==> config.mk <==
export PLATFORM = sky130hd
export DESIGN_NAME = pci_window_xlat
export DESIGN_NICKNAME = d
export VERILOG_FILES = /design/src/rtl/pwx_pkg.sv /design/src/rtl/pwx_cfg_encode.sv /design/src/rtl/pwx_cpu_decode.sv /design/src/rtl/pwx_inbound_map.sv /design/src/rtl/pwx_rsp_stage.sv /design/src/rtl/pci_window_xlat.sv
export SDC_FILE = /design/constraint.sdc
export NUM_CORES = 1
export LEC_CHECK = 0
export BUFFER_PORTS_ARGS = -buffer_cell sky130_fd_sc_hd__buf_2
export CAP_MARGIN = 0
export CORE_ASPECT_RATIO = 0.75
export CORE_UTILIZATION = 35
export CTS_CLUSTER_DIAMETER = 150
export CTS_CLUSTER_SIZE = 25
export DETAILED_ROUTE_END_ITERATION = 7
export GPL_TIMING_DRIVEN = 0
export RECOVER_POWER = 25
export SYNTH_ARGS = -nofsm -noshare
export SYNTH_HDL_FRONTEND = slang
export SYNTH_SLANG_ARGS = --single-unit
==> constraint.sdc <==
create_clock -name clk_i -period 3.9 [get_ports clk_i]
set_input_delay 0.195 -clock clk_i [delete_from_list [all_inputs] [get_ports clk_i]]
set_output_delay 0.195 -clock clk_i [all_outputs]
set_load 0.02 [all_outputs]
==> src/rtl/pwx_pkg.sv <==
package pwx_pkg;
  typedef enum logic [2:0] {
    RGN_NONE = 3'd0,
    RGN_IO   = 3'd1,
    RGN_CFG  = 3'd2,
    RGN_IACK = 3'd3,
    RGN_MEM  = 3'd4,
    RGN_ROM  = 3'd5,
    RGN_RAM  = 3'd6
  } rgn_e;

  typedef struct packed {
    rgn_e        rgn;
    logic [31:0] addr;
    logic        write;
    logic        ignore;
  } xlat_t;

  localparam logic [1:0] SZ_BYTE = 2'd0;
  localparam logic [1:0] SZ_BAD  = 2'd3;
endpackage

==> src/rtl/pwx_cfg_encode.sv <==
module pwx_cfg_encode #(
  parameter int SEL_N = 11,
  parameter int DEV_W = 5
) (
  input  logic [SEL_N-1:0] sel_i,
  output logic [DEV_W-1:0] dev_o
);
  logic [SEL_N-1:0] first;

  // isolate lowest set select bit
  for (genvar g = 0; g < SEL_N; g++) begin : g_first
    if (g == 0) begin : g_lsb
      assign first[g] = sel_i[0];
    end else begin : g_up
      assign first[g] = sel_i[g] & ~(|sel_i[g-1:0]);
    end
  end

  logic [DEV_W-1:0] acc;
  always_comb begin
    acc = '0;
    for (int i = 0; i < SEL_N; i++) begin
      acc |= first[i] ? DEV_W'(i) : '0;
    end
    dev_o = (|sel_i) ? acc : DEV_W'(SEL_N);
  end

  always_comb begin
    AST_CFG_ONEHOT: assert ($onehot0(first));
  end
endmodule

==> src/rtl/pwx_cpu_decode.sv <==
module pwx_cpu_decode
  import pwx_pkg::*;
#(
  parameter int              AW         = 32,
  parameter logic [AW-1:0]   IO_BASE    = 32'h8000_0000,
  parameter logic [AW-1:0]   IO_SPAN    = 32'h0080_0000,
  parameter int              IO_DENSE_W = 16,
  parameter int              SP_LO_W    = 5,
  parameter int              SP_PG_LSB  = 12,
  parameter logic [AW-1:0]   CFG_BASE   = 32'h8080_0000,
  parameter logic [AW-1:0]   CFG_SPAN   = 32'h0040_0000,
  parameter int              CFG_REG_W  = 11,
  parameter int              CFG_SEL_N  = 11,
  parameter int              DEV_W      = 5,
  parameter logic [AW-1:0]   IACK_ADDR  = 32'hBFFF_FFF0,
  parameter logic [AW-1:0]   MEM_BASE   = 32'hC000_0000,
  parameter logic [AW-1:0]   ROM_SIZE   = 32'h0010_0000
) (
  input  logic [AW-1:0] addr_i,
  input  logic [1:0]    size_i,
  input  logic          write_i,
  input  logic          sparse_i,
  output xlat_t         res_o
);
  localparam logic [AW-1:0] IO_END    = IO_BASE + IO_SPAN;
  localparam logic [AW-1:0] CFG_END   = CFG_BASE + CFG_SPAN;
  localparam logic [AW-1:0] ROM_BASE  = ~(ROM_SIZE - AW'(1));
  localparam int            IO_OFF_W  = $clog2(IO_SPAN);
  localparam int            CFG_OFF_W = CFG_REG_W + CFG_SEL_N;

  logic [IO_OFF_W-1:0]  io_off;
  logic [CFG_OFF_W-1:0] cfg_off;
  logic [DEV_W-1:0]     dev;
  logic [AW-1:0]        io_xlat;

  assign io_off  = IO_OFF_W'(addr_i - IO_BASE);
  assign cfg_off = CFG_OFF_W'(addr_i - CFG_BASE);

  pwx_cfg_encode #(
    .SEL_N (CFG_SEL_N),
    .DEV_W (DEV_W)
  ) u_cfg_encode (
    .sel_i (cfg_off[CFG_REG_W +: CFG_SEL_N]),
    .dev_o (dev)
  );

  always_comb begin
    if (sparse_i) io_xlat = AW'({io_off[IO_OFF_W-1:SP_PG_LSB], io_off[SP_LO_W-1:0]});
    else          io_xlat = AW'(io_off[IO_DENSE_W-1:0]);
  end

  always_comb begin
    res_o        = '0;
    res_o.rgn    = RGN_NONE;
    res_o.write  = write_i;
    if (size_i == SZ_BAD) begin
      res_o.rgn = RGN_NONE;
    end else if (addr_i >= ROM_BASE) begin
      res_o.rgn  = RGN_ROM;
      res_o.addr = addr_i - ROM_BASE;
    end else if (addr_i >= MEM_BASE) begin
      res_o.rgn  = RGN_MEM;
      res_o.addr = addr_i - MEM_BASE;
    end else if (addr_i == IACK_ADDR) begin
      // byte-only location; writes are swallowed
      if (size_i == SZ_BYTE) begin
        res_o.rgn    = RGN_IACK;
        res_o.ignore = write_i;
      end
    end else if (addr_i >= CFG_BASE && addr_i < CFG_END) begin
      res_o.rgn  = RGN_CFG;
      res_o.addr = AW'({dev, cfg_off[CFG_REG_W-1:0]});
    end else if (addr_i >= IO_BASE && addr_i < IO_END) begin
      res_o.rgn  = RGN_IO;
      res_o.addr = io_xlat;
    end
  end
endmodule

==> src/rtl/pwx_inbound_map.sv <==
module pwx_inbound_map
  import pwx_pkg::*;
#(
  parameter int            AW         = 32,
  parameter logic [AW-1:0] PMEM_LIMIT = 32'h3F00_0000,
  parameter logic [AW-1:0] RAM_BASE   = 32'h8000_0000
) (
  input  logic [AW-1:0] addr_i,
  input  logic [1:0]    size_i,
  input  logic          write_i,
  output xlat_t         res_o
);
  always_comb begin
    res_o       = '0;
    res_o.rgn   = RGN_NONE;
    res_o.write = write_i;
    if (size_i != SZ_BAD) begin
      if (addr_i < PMEM_LIMIT) begin
        res_o.rgn  = RGN_MEM;
        res_o.addr = addr_i;
      end else if (addr_i >= RAM_BASE) begin
        res_o.rgn  = RGN_RAM;
        res_o.addr = addr_i - RAM_BASE;
      end
    end
  end
endmodule

==> src/rtl/pwx_rsp_stage.sv <==
module pwx_rsp_stage
  import pwx_pkg::*;
(
  input  logic  clk_i,
  input  logic  rst_ni,
  input  logic  in_valid_i,
  output logic  in_ready_o,
  input  xlat_t in_data_i,
  output logic  out_valid_o,
  input  logic  out_ready_i,
  output xlat_t out_data_o
);
  logic take;

  assign in_ready_o = ~out_valid_o | out_ready_i;
  assign take       = in_valid_i & in_ready_o;

  always_ff @(posedge clk_i or negedge rst_ni) begin
    if (!rst_ni) begin
      out_valid_o <= 1'b0;
      out_data_o  <= '0;
    end else begin
      if (take) begin
        out_valid_o <= 1'b1;
        out_data_o  <= in_data_i;
      end else if (out_ready_i) begin
        out_valid_o <= 1'b0;
      end
    end
  end

  AST_RSP_HOLD: assert property (@(posedge clk_i) disable iff (!rst_ni)
    out_valid_o && !out_ready_i |=> out_valid_o && $stable(out_data_o));
  AST_ACCEPT_NEXT: assert property (@(posedge clk_i) disable iff (!rst_ni)
    in_valid_i && in_ready_o |=> out_valid_o);
endmodule

==> src/rtl/pci_window_xlat.sv <==
module pci_window_xlat
  import pwx_pkg::*;
#(
  parameter int            AW         = 32,
  parameter logic [AW-1:0] IO_BASE    = 32'h8000_0000,
  parameter logic [AW-1:0] IO_SPAN    = 32'h0080_0000,
  parameter logic [AW-1:0] CFG_BASE   = 32'h8080_0000,
  parameter logic [AW-1:0] CFG_SPAN   = 32'h0040_0000,
  parameter logic [AW-1:0] IACK_ADDR  = 32'hBFFF_FFF0,
  parameter logic [AW-1:0] MEM_BASE   = 32'hC000_0000,
  parameter logic [AW-1:0] ROM_SIZE   = 32'h0010_0000,
  parameter logic [AW-1:0] PMEM_LIMIT = 32'h3F00_0000,
  parameter logic [AW-1:0] RAM_BASE   = 32'h8000_0000
) (
  input  logic          clk_i,
  input  logic          rst_ni,
  input  logic          io_sparse_i,
  input  logic          req_valid_i,
  output logic          req_ready_o,
  input  logic [AW-1:0] req_addr_i,
  input  logic [1:0]    req_size_i,
  input  logic          req_write_i,
  input  logic          req_inbound_i,
  output logic          rsp_valid_o,
  input  logic          rsp_ready_i,
  output logic [AW-1:0] rsp_addr_o,
  output logic [2:0]    rsp_region_o,
  output logic          rsp_write_o,
  output logic          rsp_ignore_o
);
  xlat_t cpu_res, inb_res, sel_res, held;

  pwx_cpu_decode #(
    .AW        (AW),
    .IO_BASE   (IO_BASE),
    .IO_SPAN   (IO_SPAN),
    .CFG_BASE  (CFG_BASE),
    .CFG_SPAN  (CFG_SPAN),
    .IACK_ADDR (IACK_ADDR),
    .MEM_BASE  (MEM_BASE),
    .ROM_SIZE  (ROM_SIZE)
  ) u_cpu_decode (
    .addr_i   (req_addr_i),
    .size_i   (req_size_i),
    .write_i  (req_write_i),
    .sparse_i (io_sparse_i),
    .res_o    (cpu_res)
  );

  pwx_inbound_map #(
    .AW         (AW),
    .PMEM_LIMIT (PMEM_LIMIT),
    .RAM_BASE   (RAM_BASE)
  ) u_inbound_map (
    .addr_i  (req_addr_i),
    .size_i  (req_size_i),
    .write_i (req_write_i),
    .res_o   (inb_res)
  );

  assign sel_res = req_inbound_i ? inb_res : cpu_res;

  pwx_rsp_stage u_rsp_stage (
    .clk_i       (clk_i),
    .rst_ni      (rst_ni),
    .in_valid_i  (req_valid_i),
    .in_ready_o  (req_ready_o),
    .in_data_i   (sel_res),
    .out_valid_o (rsp_valid_o),
    .out_ready_i (rsp_ready_i),
    .out_data_o  (held)
  );

  assign rsp_addr_o   = held.addr;
  assign rsp_region_o = held.rgn;
  assign rsp_write_o  = held.write;
  assign rsp_ignore_o = held.ignore;

  AST_NONE_ZERO: assert property (@(posedge clk_i) disable iff (!rst_ni)
    rsp_valid_o && rsp_region_o == RGN_NONE |-> rsp_addr_o == '0);
  AST_ROM_RANGE: assert property (@(posedge clk_i) disable iff (!rst_ni)
    rsp_valid_o && rsp_region_o == RGN_ROM |-> rsp_addr_o < ROM_SIZE);
  AST_IACK_ZERO: assert property (@(posedge clk_i) disable iff (!rst_ni)
    rsp_valid_o && rsp_region_o == RGN_IACK |-> rsp_addr_o == '0);
  AST_IGNORE_IACK: assert property (@(posedge clk_i) disable iff (!rst_ni)
    rsp_valid_o && rsp_ignore_o |-> rsp_region_o == RGN_IACK && rsp_write_o);
  AST_IO_16BIT: assert property (@(posedge clk_i) disable iff (!rst_ni)
    rsp_valid_o && rsp_region_o == RGN_IO |-> rsp_addr_o[AW-1:16] == '0);
endmodule

Word-level counts from Yosys, hierarchy flattened
Index checks and enable logic that the tools add are counted.
{"block": "totals", "reg_bits": 38, "inputBits": 41, "output_inout_bits": 39, "wordCells": 97}
{"block": "op_classes", "addsub": 4, "n_lt_le_gt_ge": 7, "eq_ne": 3, "n_mux": 32, "n_bitwise": 32, "reduce_logical": 14}
{"operator": "two-way mux 35 bit", "n": 5}
{"operator": "greater-or-equal comparator 32 bit, second input constant", "n": 4}
{"operator": "subtractor 32 bit, second input constant", "n": 3}
{"operator": "< comparator 32 bit, second input constant", "n": 2}
{"operator": "two-way mux 32 bit", "n": 2}
{"operator": "two-way mux 37 bit", "n": 1}
{"operator": "two-way mux 34 bit", "n": 1}
{"operator": "two-way mux 33 bit", "n": 1}
{"operator": "equality test 32 bit, second input constant", "n": 1}
{"operator": "< comparator 32 x 30 -> 1 bit, second input constant", "n": 1}
{"operator": "subtractor 22 x 1 -> 22 bit, second input constant", "n": 1}
{"operator": "two-way mux 3 bit", "n": 6}
{"operator": "two-way mux 16 bit", "n": 1}
{"operator": "two-way mux 4 bit", "n": 3}
{"operator": "bitwise AND 1 bit", "n": 11}
{"operator": "inverter 1 bit", "n": 11}
{"operator": "OR reduction 11 bit", "n": 1}
{"operator": "OR reduction 10 bit", "n": 1}
{"operator": "bitwise OR 3 bit", "n": 3}
{"operator": "OR reduction 9 bit", "n": 1}
{"operator": "two-way mux 1 bit", "n": 8}
{"operator": "OR reduction 8 bit", "n": 1}
{"operator": "OR reduction 7 bit", "n": 1}
{"operator": "two-way mux 2 bit", "n": 3}
{"operator": "other kinds (18)", "n": 19}

Logic depth before layout (Yosys ltp)
{"block": "logic_depth", "depth_word": 21, "ltp_mapped": 9, "ltp_nobuf": 8}

Cells and area by module
Synthesis repeated with hierarchy kept, for this count alone.
{"block": "unflattened", "hier_cells": 306, "hier_area_um2": 3399.5}
{"module": "pwx_rsp_stage", "instances": 1, "cells_each": 81, "area_per_inst_um2": 1572.8, "seq_area_each_um2": 950.9}
{"module": "pwx_cpu_decode", "instances": 1, "cells_each": 119, "area_per_inst_um2": 804.5, "seq_area_each_um2": 0.0}
{"module": "pci_window_xlat", "instances": 1, "cells_each": 41, "area_per_inst_um2": 600.6, "seq_area_each_um2": 0.0}
{"module": "pwx_inbound_map", "instances": 1, "cells_each": 45, "area_per_inst_um2": 295.3, "seq_area_each_um2": 0.0}
{"module": "pwx_cfg_encode", "instances": 1, "cells_each": 20, "area_per_inst_um2": 126.4, "seq_area_each_um2": 0.0}

Least setup slack after synthesis
Ideal clock, no wire load.
{"block": "synth_path", "path_kind": "register to register", "start": "reg u_rsp_stage.out_valid_o", "end": "reg u_rsp_stage.out_data_o[16] in the netlist's numbering", "setup_ns": 0.071, "t_arrival_ns": 1.845, "required_ns": 3.829, "path_slack_ns": 1.984, "path_stages_with_launch": 8, "n_path_buf": 1, "synth_period_minus_slack_ns": 1.916, "cell_sequence": "dfrtp_1 nand2b_1 and2_1 clkbuf_1 nand2_1 nor3_1 nand4_1 nand4_1"}
{"block": "synth_between", "elab_chain_len": 3}
{"item": "start, declared", "line_no": "pwx_rsp_stage.sv:9", "rtl": "output logic out_valid_o,"}
{"item": "start signal, assigned", "line_no": "pwx_rsp_stage.sv:20", "rtl": "out_valid_o <= 1'b0;"}
{"item": "start signal, assigned", "line_no": "pwx_rsp_stage.sv:24", "rtl": "out_valid_o <= 1'b1;"}
{"item": "start signal, assigned", "line_no": "pwx_rsp_stage.sv:27", "rtl": "out_valid_o <= 1'b0;"}
{"item": "inverter 1 bit", "line_no": "pwx_rsp_stage.sv:15", "rtl": "assign in_ready_o = ~out_valid_o | out_ready_i;"}
{"item": "bitwise OR 1 bit", "line_no": "pwx_rsp_stage.sv:15"}
{"item": "named net req_ready_o", "line_no": "pci_window_xlat.sv:19", "rtl": "output logic req_ready_o,"}
{"item": "bitwise AND 1 bit", "line_no": "pwx_rsp_stage.sv:16", "rtl": "assign take = in_valid_i & in_ready_o;"}
{"item": "end signal, assigned", "line_no": "pwx_rsp_stage.sv:25", "rtl": "out_data_o <= in_data_i;"}
{"item": "end, declared", "line_no": "pwx_rsp_stage.sv:11", "rtl": "output xlat_t out_data_o"}
The timed path passes the listed nets, and every way through them passes these cells.
A chain may end at the register's enable or synchronous reset.

Worst setup path in the final report
{"block": "layout_path", "start": "in req_addr_i[30]", "end": "reg u_rsp_stage.out_data_o[23] in the netlist's numbering"}
{"block": "layout_between", "elab_chain_len": 8, "elab_cells_between_ends": 17, "classes_between": "6 x order compare; 1 x eq/ne; 9 x mux; 1 x reduce/logical"}
{"item": "start, declared", "line_no": "pci_window_xlat.sv:20", "rtl": "input logic [AW-1:0] req_addr_i,"}
{"item": "greater-or-equal comparator 32 bit or < comparator 32 bit (tied branches)", "line_no": "pwx_cpu_decode.sv:70", "rtl": "end else if (addr_i >= CFG_BASE && addr_i < CFG_END) begin"}
{"item": "logical AND 1 bit", "line_no": "pwx_cpu_decode.sv:70"}
{"item": "two-way mux 34 bit", "line_no": "pwx_cpu_decode.sv:70"}
{"item": "two-way mux 32 bit", "line_no": "pwx_cpu_decode.sv:64", "rtl": "end else if (addr_i == IACK_ADDR) begin"}
{"item": "two-way mux 35 bit", "line_no": "pwx_cpu_decode.sv:61", "rtl": "end else if (addr_i >= MEM_BASE) begin"}
{"item": "two-way mux 35 bit", "line_no": "pwx_cpu_decode.sv:58", "rtl": "end else if (addr_i >= ROM_BASE) begin"}
{"item": "two-way mux 32 bit", "line_no": "pwx_cpu_decode.sv:56", "rtl": "if (size_i == SZ_BAD) begin"}
{"item": "two-way mux 37 bit *", "line_no": "pci_window_xlat.sv:61", "rtl": "assign sel_res = req_inbound_i ? inb_res : cpu_res;"}
Every way passes the cells marked *; elsewhere a longest branch is shown, timed or not.

==> results.json <==
{
  "async_flop_share_pct": 100,
  "io_buffers": 77,
  "synth_mux_area_share_pct": 4.29,
  "hold_path_class": "input pin to flop",
  "gp_congestion": 0.895,
  "tns_ns": 0,
  "clkSlewWorstSetupHoldPaths_ns": 0.08,
  "cap_violations": 1,
  "finalCritPeriodShare_pct": 54.8,
  "clock_latency_ns": 0.29,
  "grt_overflow_total": 0,
  "routed-via-count": 2309,
  "cts_inserted_buffers": 5,
  "cts_num_sinks": 38,
  "synth-edff-count": 0,
  "cts_root_buf": "clkbuf_8",
  "regToRegSetupSlack_ns": 1.80,
  "num_rows": 25,
  "cp-start-kind": "input pin",
  "synthCells": 261,
  "drtPass1Iterations": 4,
  "wl_per_cell_um": 16.5,
  "skew_ns": 0.00373,
  "n_antenna_cell": 0,
  "worstSetupEndpointType": "flop",
  "grt_pass1_wl_um": 11500,
  "peakVddDrop_mv": 0.144,
  "max_freq_ghz": 0.468,
  "synth_flop_cell": "dfrtp_1",
  "finalSetupViolCount": 0,
  "ys_seq_area_share_pct": 40.3,
  "die_w_um": 96.8,
  "postRouteAntennaNets": 0,
  "die_area_um2": 7080,
  "cts_tree": "built",
  "synth_top_family_by_area": "simple AND/OR/NAND/NOR gates",
  "path_max_fanout": 10,
  "syn_to_final_growth_pct": 25.2,
  "p_per_area_nw_per_um2": 368,
  "instances_no_fill": 427,
  "outcome": "finished with violations",
  "mostFrequentLayoutCell": "buf_2",
  "nets": 392,
  "violations": "capacitance limit, slew limit",
  "post_cts_buffers": 0,
  "cts_max_level": 2,
  "syn-cell-area_um2": 2360,
  "cts_resized": 0,
  "vias_per_cell": 5.41,
  "dp_hpwl_um": 5380,
  "power.leakage_nw": 1.38,
  "grt_pass1_vias": 2158,
  "grt_antenna_before_repair": 0,
  "grt_usage_pct": 21.0,
  "min-delay-start": "req_write_i",
  "r2r-start": "u_rsp_stage.out_valid_o",
  "crit_type": "input pin to flop",
  "synth_fa_ha_area_share_pct": 3.18,
  "synth_compound_area_share_pct": 20.1,
  "layout-drive-gt1-share_pct": 30.1,
  "synth_cell_types": 58,
  "yosysWarnings": 0,
  "synth_top_area_share_pct": 40.3,
  "dp_cells": 419,
  "start_util_pct": 36.8,
  "whs_path_depth": 3,
  "final_max_slew_viol_count": 39,
  "cts_buffer_depth": 2,
  "cts_hold_repair.buffers": 0,
  "syn_area_per_cell_um2": 9.04,
  "drc": 0,
  "drt_wl_total_um": 7040,
  "fin_hold_ws_ns": 0.111,
  "ys_ff_latch": 38,
  "synthXorXnorAreaFrac_pct": 0.371,
  "synthTopCellsByArea": "dfrtp_1 40%, nand2_1 5.9%, nor2_1 4.3%, a21oi_1 3.8%, mux2i_1 3.8%",
  "min_period_ns": 2.14,
  "drt_iter0_drc": 126,
  "syn_nets": 308,
  "core_area_um2": 6410,
  "worstPathArrival_ns": 2.34,
  "crit_required_ns": 4.10,
  "die_y_um": 73.1,
  "io_pins": 80,
  "finalHoldViolations": 0,
  "grt_setup_unrepaired": "false",
  "hold_path_end": "u_rsp_stage.out_data_o[1]",
  "yosysTopAreaCell": "dfrtp_1",
  "total_power_mw": 1.09,
  "slew_headroom_pct": -35.5,
  "reg2reg_to": "u_rsp_stage.out_data_o[16]",
  "worstMarginPinSlew_ns": 2.03,
  "yosys.area_share.simple_pct": 28.6,
  "r2r_cells": 7,
  "final_cell_mix": "78 x buf_2, 38 x dfrtp_1, 37 x nand2_1",
  "grt_max_degree": 39
}
## flip-flops by register name (all words and copies together) (netlist names)
register	cells
u_rsp_stage.out_valid_o	1
u_rsp_stage.out_data_o	37
## routing by layer
| metal | GRT usage (%) | vias up | wire (um) |
|---|---|---|---|
| met5 | 0 | - | 0 |
| met1 | 31.6 | 1083 | 3610 |
| met2 | 29.7 | 87 | 2850 |
| li1 | - | 1131 | - |
| met3 | 5.65 | 8 | 519 |
| met4 | 4.98 | 0 | 61 |
## synthesized netlist by cell type (all sizes together), types with 6 or more instances
master and instances:
dfrtp 38, nand2 37, nor2 28, a21oi 18, o21ai 14, nor3 12, nand4 10, mux2i 9
clkbuf 8, a22o 7, or3 7, ha 6
## worst max-delay path by stage
| stage | startpoint | end | depth (start not counted) |
|---|---|---|---|
| floorplan | u_rsp_stage.out_valid_o | u_rsp_stage.out_data_o[16] | 7 |
| finish | req_addr_i[30] | u_rsp_stage.out_data_o[23] | 10 |
| CTS | req_addr_i[30] | u_rsp_stage.out_data_o[23] | 10 |
| global route | u_rsp_stage.out_valid_o | u_rsp_stage.out_data_o[16] | 7 |
| global placement | req_addr_i[30] | u_rsp_stage.out_data_o[23] | 10 |
| detailed placement | req_addr_i[30] | u_rsp_stage.out_data_o[23] | 10 |
## final cells by class
class,instances,area (um2)
buffer,12,55.1
tap,81,101
clock buffer,8,110
inverter,5,18.8
sequential,38,951
timing repair buffer,77,384
fill,628,3460
multi-input combinational,206,1340
## where the power goes
| group | internal [mW] | leakage [nW] | switching, mW |
|---|---|---|---|
| logic | 0.108 | 0.841 | 0.195 |
| registers | 0.440 | 0.486 | 0.0231 |
| clock network | 0.179 | 0.0575 | 0.143 |
| total | 0.726 | 1.38 | 0.360 |
## worst max-delay path, stage by stage
cell      delay, ns
buf_2          0.13
inv_1          0.10
ha_1           0.24
nor3b_1        0.35
nand4_1        0.26
nor3_2         0.38
o311a_1        0.24
buf_6          0.15
nor2_2         0.08
o311ai_2       0.21
## per-stage QoR
stage                     setup slack [ns]  cell area (um2)  utilization [%]
final                                 1.76             2960             46.1
after global routing                  1.59             2960             46.1
after CTS                             1.77             2960             46.1
after detailed placement              1.48             2850             44.4
after global placement                1.48             2850             44.4
after floorplan                       1.98             2360                -
## kinds of logic (layout without fill, tap and decap cells)
logic type      Yosys count  count (layout)
compound gates           66              66
xor+xnor                  1               1
fa+ha+maj                 6               6
buf+inv                  17             102
flops                    38              38
mux                      10              10
simple gates            123             123
Power figures use the tool's default switching activity.
